<file path="src/rtl/rx_stat_wdog_pkg.sv">
package rx_stat_wdog_pkg;
  typedef enum logic {
    WD_IDLE = 1'b0,
    WD_RUN  = 1'b1
  } wd_state_e;
endpackage

</file>
<file path="src/rtl/rx_stat_prescaler.sv">
module rx_stat_prescaler #(
  parameter int PRESCALE = 256
) (
  input  logic clk,
  input  logic rst_n,
  output logic tick
);
  localparam int PS_W = (PRESCALE > 1) ? $clog2(PRESCALE) : 1;
  localparam logic [PS_W-1:0] LAST = PS_W'(PRESCALE - 1);

  generate
    if (PRESCALE > 1) begin : g_div
      logic [PS_W-1:0] cnt_q;
      always_ff @(posedge clk or negedge rst_n) begin
        if (!rst_n)          cnt_q <= '0;
        else if (cnt_q == LAST) cnt_q <= '0;
        else                 cnt_q <= cnt_q + 1'b1;
      end
      assign tick = (cnt_q == LAST);

      // ticks are isolated when dividing by more than one
      p_tick_gap_r9: assert property (@(posedge clk) disable iff (!rst_n)
        tick |=> !tick);
    end else begin : g_pass
      assign tick = 1'b1;
    end
  endgenerate
endmodule

</file>
<file path="src/rtl/rx_stat_timer.sv">
module rx_stat_timer
  import rx_stat_wdog_pkg::*;
#(
  parameter int WDT_W = 8
) (
  input  logic             clk,
  input  logic             rst_n,
  input  logic             tick,
  input  logic             arm_req,
  input  logic             cancel,
  input  logic [WDT_W-1:0] load_val,
  output logic             expire
);
  localparam logic [WDT_W-1:0] ONE = WDT_W'(1);

  wd_state_e        st_q;
  logic [WDT_W-1:0] rem_q;
  logic             start;

  assign start  = arm_req && (load_val != '0) && (st_q == WD_IDLE) && !cancel;
  assign expire = (st_q == WD_RUN) && tick && (rem_q == ONE);

  always_ff @(posedge clk or negedge rst_n) begin
    if (!rst_n) begin
      st_q  <= WD_IDLE;
      rem_q <= '0;
    end else if (cancel) begin
      st_q  <= WD_IDLE;
    end else if (start) begin
      st_q  <= WD_RUN;
      rem_q <= load_val;
    end else if (st_q == WD_RUN && tick) begin
      if (rem_q == ONE) st_q <= WD_IDLE;
      else              rem_q <= rem_q - 1'b1;
    end
  end

  p_cancel_idle_r5: assert property (@(posedge clk) disable iff (!rst_n)
    cancel |=> (st_q == WD_IDLE));
  p_zero_off_r2: assert property (@(posedge clk) disable iff (!rst_n)
    (st_q == WD_IDLE && load_val == '0) |=> (st_q == WD_IDLE));
  p_no_restart_r6: assert property (@(posedge clk) disable iff (!rst_n)
    (st_q == WD_RUN && !tick && !cancel) |=> (st_q == WD_RUN && rem_q == $past(rem_q)));
  p_load_ignored_r8: assert property (@(posedge clk) disable iff (!rst_n)
    (st_q == WD_RUN && tick && !cancel && rem_q != ONE) |=> (rem_q == $past(rem_q) - 1'b1));
  p_rem_nonzero_r3: assert property (@(posedge clk) disable iff (!rst_n)
    (st_q == WD_RUN) |-> (rem_q != '0));
endmodule

</file>
<file path="src/rtl/rx_stat_flag.sv">
module rx_stat_flag (
  input  logic clk,
  input  logic rst_n,
  input  logic set_evt,
  input  logic clr,
  output logic flag
);
  always_ff @(posedge clk or negedge rst_n) begin
    if (!rst_n) flag <= 1'b0;
    else        flag <= (flag && !clr) || set_evt;
  end

  p_set_wins_r7: assert property (@(posedge clk) disable iff (!rst_n)
    set_evt |=> flag);
  p_clear_r7: assert property (@(posedge clk) disable iff (!rst_n)
    (clr && !set_evt) |=> !flag);
  p_sticky_r7: assert property (@(posedge clk) disable iff (!rst_n)
    (flag && !clr) |=> flag);
endmodule

</file>
<file path="src/rtl/rx_stat_wdog.sv">
module rx_stat_wdog #(
  parameter int WDT_W    = 8,
  parameter int PRESCALE = 256
) (
  input  logic             clk,
  input  logic             rst_n,
  input  logic             frame_done,
  input  logic             desc_stat_en,
  input  logic [WDT_W-1:0] wdt_load,
  input  logic             rx_irq_en,
  input  logic             sts_clr,
  output logic             rx_status,
  output logic             rx_irq
);
  logic tick, expire, direct_set, quiet_done;

  assign direct_set = frame_done && desc_stat_en;
  assign quiet_done = frame_done && !desc_stat_en;

  rx_stat_prescaler #(.PRESCALE(PRESCALE)) u_presc (
    .clk(clk), .rst_n(rst_n), .tick(tick)
  );

  rx_stat_timer #(.WDT_W(WDT_W)) u_timer (
    .clk(clk), .rst_n(rst_n), .tick(tick), .arm_req(quiet_done),
    .cancel(direct_set), .load_val(wdt_load), .expire(expire)
  );

  rx_stat_flag u_flag (
    .clk(clk), .rst_n(rst_n), .set_evt(direct_set || expire),
    .clr(sts_clr), .flag(rx_status)
  );

  assign rx_irq = rx_status && rx_irq_en;

  p_direct_r5: assert property (@(posedge clk) disable iff (!rst_n)
    direct_set |=> rx_status);
  p_irq_masked_r4: assert property (@(posedge clk) disable iff (!rst_n)
    !rx_irq_en |-> !rx_irq);
  p_rise_cause_r3: assert property (@(posedge clk) disable iff (!rst_n)
    (!rx_status && !direct_set && !expire) |=> !rx_status);
  p_expire_on_tick_r9: assert property (@(posedge clk) disable iff (!rst_n)
    expire |-> tick);
endmodule

</file>
<file path="config.mk">
export PLATFORM = sky130hd
export DESIGN_NAME = rx_stat_wdog
export DESIGN_NICKNAME = d
export VERILOG_FILES = /design/src/rtl/rx_stat_wdog_pkg.sv /design/src/rtl/rx_stat_prescaler.sv /design/src/rtl/rx_stat_timer.sv /design/src/rtl/rx_stat_flag.sv /design/src/rtl/rx_stat_wdog.sv
export SDC_FILE = /design/constraint.sdc
export NUM_CORES = 1
export LEC_CHECK = 0
export ABC_AREA = 0
export BUFFER_PORTS_ARGS = -buffer_cell sky130_fd_sc_hd__clkbuf_2
export CAP_MARGIN = 20
export CELL_PAD_IN_SITES_DETAIL_PLACEMENT = 0
export CELL_PAD_IN_SITES_GLOBAL_PLACEMENT = 1
export CORE_AREA = 2 2 51 53
export CTS_BUF_LIST = sky130_fd_sc_hd__clkbuf_8
export DETAILED_ROUTE_END_ITERATION = 8
export DIE_AREA = 0 0 53 55
export PLACE_DENSITY = 0.8
export SYNTH_ARGS = -nofsm -noshare
export SYNTH_HDL_FRONTEND = slang
export SYNTH_HIERARCHICAL = 1
export SYNTH_SLANG_ARGS = --single-unit
</file>
<file path="constraint.sdc">
create_clock -name clk -period 2.7 [get_ports clk]
set_input_delay 0.27 -clock clk [delete_from_list [all_inputs] [get_ports clk]]
set_output_delay 0.27 -clock clk [all_outputs]
set_load 0.02 [all_outputs]
</file>
==> flow_metrics.env <==
export IMPL_status="finished, final reports clean"
export IMPL_grt_use_met1=0.212
export IMPL_worst_clock_skew_ns=0.00226
export IMPL_cts_buffer_depth=2
export IMPL_finalSetupTns_ns=0
export IMPL_cts_root_buf="clkbuf_8"
export IMPL_dp_hpwl_microns=1640
export IMPL_num_io_pins=16
export IMPL_peakVddDrop_uv=444
export IMPL_drc=0
export IMPL_htreeDepth=1
export IMPL_areaGrowthSynthToFinish_pct=20.2
export IMPL_startpoint_type="register"
export IMPL_drive_gt1_frac=0.276
export IMPL_grt_ovfl_total=0
export IMPL_hold_path_depth=3
export IMPL_yosysSeqAreaShare=0.447
export IMPL_syn_area_per_cell_sq_um=10.1
export IMPL_track_usage=0.184
export IMPL_synthAdderAreaFrac=0.0373
export IMPL_crit_required_ns=2.85
export IMPL_die_y_microns=55
export IMPL_firstDrtPassIters=4
export IMPL_power_share_combinational=0.196
export IMPL_worstRegToRegCells=7
export IMPL_die_area_sq_um=2920
export IMPL_pwr_share_seq=0.493
export IMPL_synth_common_cells="dfrtp_1 (18), nor2_1 (10), nand3_1 (8), nand2_1 (6), nor3_1 (5)"
export IMPL_swShare=0.295
export IMPL_crit_type="register to register"
export IMPL_wirelength_microns=2230
export IMPL_start_util=0.426
export IMPL_first_iter_violations=13
export IMPL_power_density_nw_per_um2=589
export IMPL_yosysTopAreaCellShare=0.447
export IMPL_antenna_found_initial=0
export IMPL_synth_xor_area_frac=0.0348
export IMPL_leakage_nw=0.576
export IMPL_clkLatencyLatePin_ns=0.25
export IMPL_drv_slew=0
export IMPL_use_met2=0.325
export IMPL_synth_nets=117
export IMPL_synth_edf_count=0
export IMPL_clkSinkCount=18
export IMPL_whs_ns=0.243
export IMPL_synth_distinct_cells=42
export IMPL_synth_compound_gate_area_share=0.144
export IMPL_layout_nets=141
export IMPL_power_switching_uw=210
export IMPL_synth_top_family_by_area="simple AND/OR/NAND/NOR gates"
export IMPL_synth_area_mux_share=0.0311
export IMPL_drt_antenna_violating_nets=0
export IMPL_use_met3=0.0430
export IMPL_min_path_type="input port to register"
export IMPL_p_clk_frac=0.311
export IMPL_cts_clk_slew_worst_paths_ns=0.07
export IMPL_cp_arrival_ns=2.22
export IMPL_crit_fanout=6
export IMPL_synth_main_ff_cell="dfrtp_1"
export IMPL_maxCapViolCount=0
export IMPL_antenna_cells=0
export IMPL_synthTopCellsByArea="dfrtp_1 (45%), nand3_1 (4.0%), ha_1 (3.7%)"
export IMPL_synth_seq_cells=18
export IMPL_synth_area_sq_um=1010
export IMPL_final_setup_viol_count=0
export IMPL_die_w_microns=53
export IMPL_synth_simple_gate_area_frac=0.287
export IMPL_place_gp_congestion=0.793
export IMPL_grt_max_degree=19
export IMPL_grt_pass1_wl_microns=3770
export IMPL_core_rowCount=18
export IMPL_intPower_uw=502
export IMPL_grt_pass1_vias=848
export IMPL_ctsResizeCount=0
export IMPL_design_core_area_sq_um=2360
export IMPL_io_buffers=15
export IMPL_slew_headroom=0.690
export IMPL_hold_viol=0
export IMPL_fin_crit_sh=0.768
export IMPL_async_reset_ff_frac=1.00
export IMPL_synth_most_common_cell="dfrtp_1"
export IMPL_wl_per_cell_microns=14.6
export IMPL_yosysWarnings=6
export IMPL_syn_inst=100
export IMPL_worstMarginPinSlew_ns=0.462
export IMPL_fmax_mhz=483
export IMPL_tritoncts="built"
export IMPL_synth_largest_area_cell="dfrtp_1"
export IMPL_viasPerCell=5.49
export IMPL_rsz0062_at_grt="no"
export IMPL_post_route_min_period_ns=2.07
export IMPL_numCtsBuffers=3
export IMPL_end_kind="register"
export IMPL_grt_busiest_layer="met2"
export IMPL_vias=840
## final timing paths
check | from | to | slack (ns)
max | u_presc/g_div.cnt_q[0]$_DFF_PN0_ | u_timer/rem_q[2]$_DFFE_PN0P_ | 0.63
min | wdt_load[6] | u_timer/rem_q[6]$_DFFE_PN0P_ | 0.24
max reg2reg | u_presc/g_div.cnt_q[0]$_DFF_PN0_ | u_timer/rem_q[2]$_DFFE_PN0P_ | 0.63
min reg2reg | u_presc/g_div.cnt_q[0]$_DFF_PN0_ | u_presc/g_div.cnt_q[0]$_DFF_PN0_ | 0.48
max in group asynchronous | rst_n | u_timer/rem_q[7]$_DFFE_PN0P_ | 1.89
min in group asynchronous | rst_n | u_presc/g_div.cnt_q[7]$_DFF_PN0_ | 0.49
## metal layers
| metal | vias up | share of wire |
|---|---|---|
| met5 | - | 0 |
| met2 | 12 | 0.52 |
| met4 | 0 | 0.015 |
| met1 | 408 | 0.44 |
| met3 | 4 | 0.026 |
| li1 | 416 | - |
## flip-flops by register name, indices dropped and copies added (netlist names)
signal               cells
u_presc/g_div.cnt_q      8
u_timer/rem_q            8
u_flag/flag              1
u_timer/st_q             1
## cell families after synthesis
group / after synthesis
mux: 3
fa+ha+maj: 3
buf+inv: 5
compound gates: 19
simple gates: 48
flops: 18
xor+xnor: 4
## per-stage QoR
step	cells	power (mW)	cell area, sq um	utilization	setup slack, ns
5_1_grt	153	0.762	1210	0.512	0.480
3_5_place_dp	148	0.495	1150	0.485	0.655
2_1_floorplan	100	0.438	1010	-	0.481
4_1_cts	153	0.723	1210	0.512	0.618
6_report	153	0.713	1210	0.512	0.628
3_3_place_gp	148	0.488	1150	0.485	0.710
## power by group through the flow
stage	clock, mW	sequential (mW)	combinational, mW
CTS	0.231	0.351	0.141
global placement	0	0.355	0.133
global route	0.246	0.358	0.158
floorplan	0	0.347	0.0915
finish	0.222	0.351	0.140
detailed placement	0	0.354	0.141
## final cells by class
cell class / instances / area [sq um]
Clock buffer: 4 / 55.1
Fill cell: 238 / 1150
Inverter: 4 / 15.0
Multi-Input combinational cell: 77 / 538
Sequential cell: 18 / 450
Tap cell: 30 / 37.5
Timing Repair Buffer: 20 / 115
## worst max-delay path, cell delays in order, from the launching register on
cell and delay [ns]:
dfrtp_1 0.39, ha_1 0.22, nand2_1 0.12, nor3_2 0.23, and3b_1 0.20, a21boi_2 0.29
mux2_2 0.37, o21a_1 0.16
## timing repair
action                                 CTS  global route
setup buffers                            0             0
endpoints found under the hold margin   18             0
hold buffers                             1             0
## layout by cell type, fill, tap and decap left out, types with 3 or more instances in the layout
cell and instances:
buf_4 4, clkbuf_2 15, clkbuf_8 4, dfrtp_1 18, ha_1 3, inv_1 4, nand2_1 6, nand3_1 8
nor2_1 10, nor3_1 5, or4_1 3, xor2_1 3
Note: power is estimated with default switching activity, not from simulation.
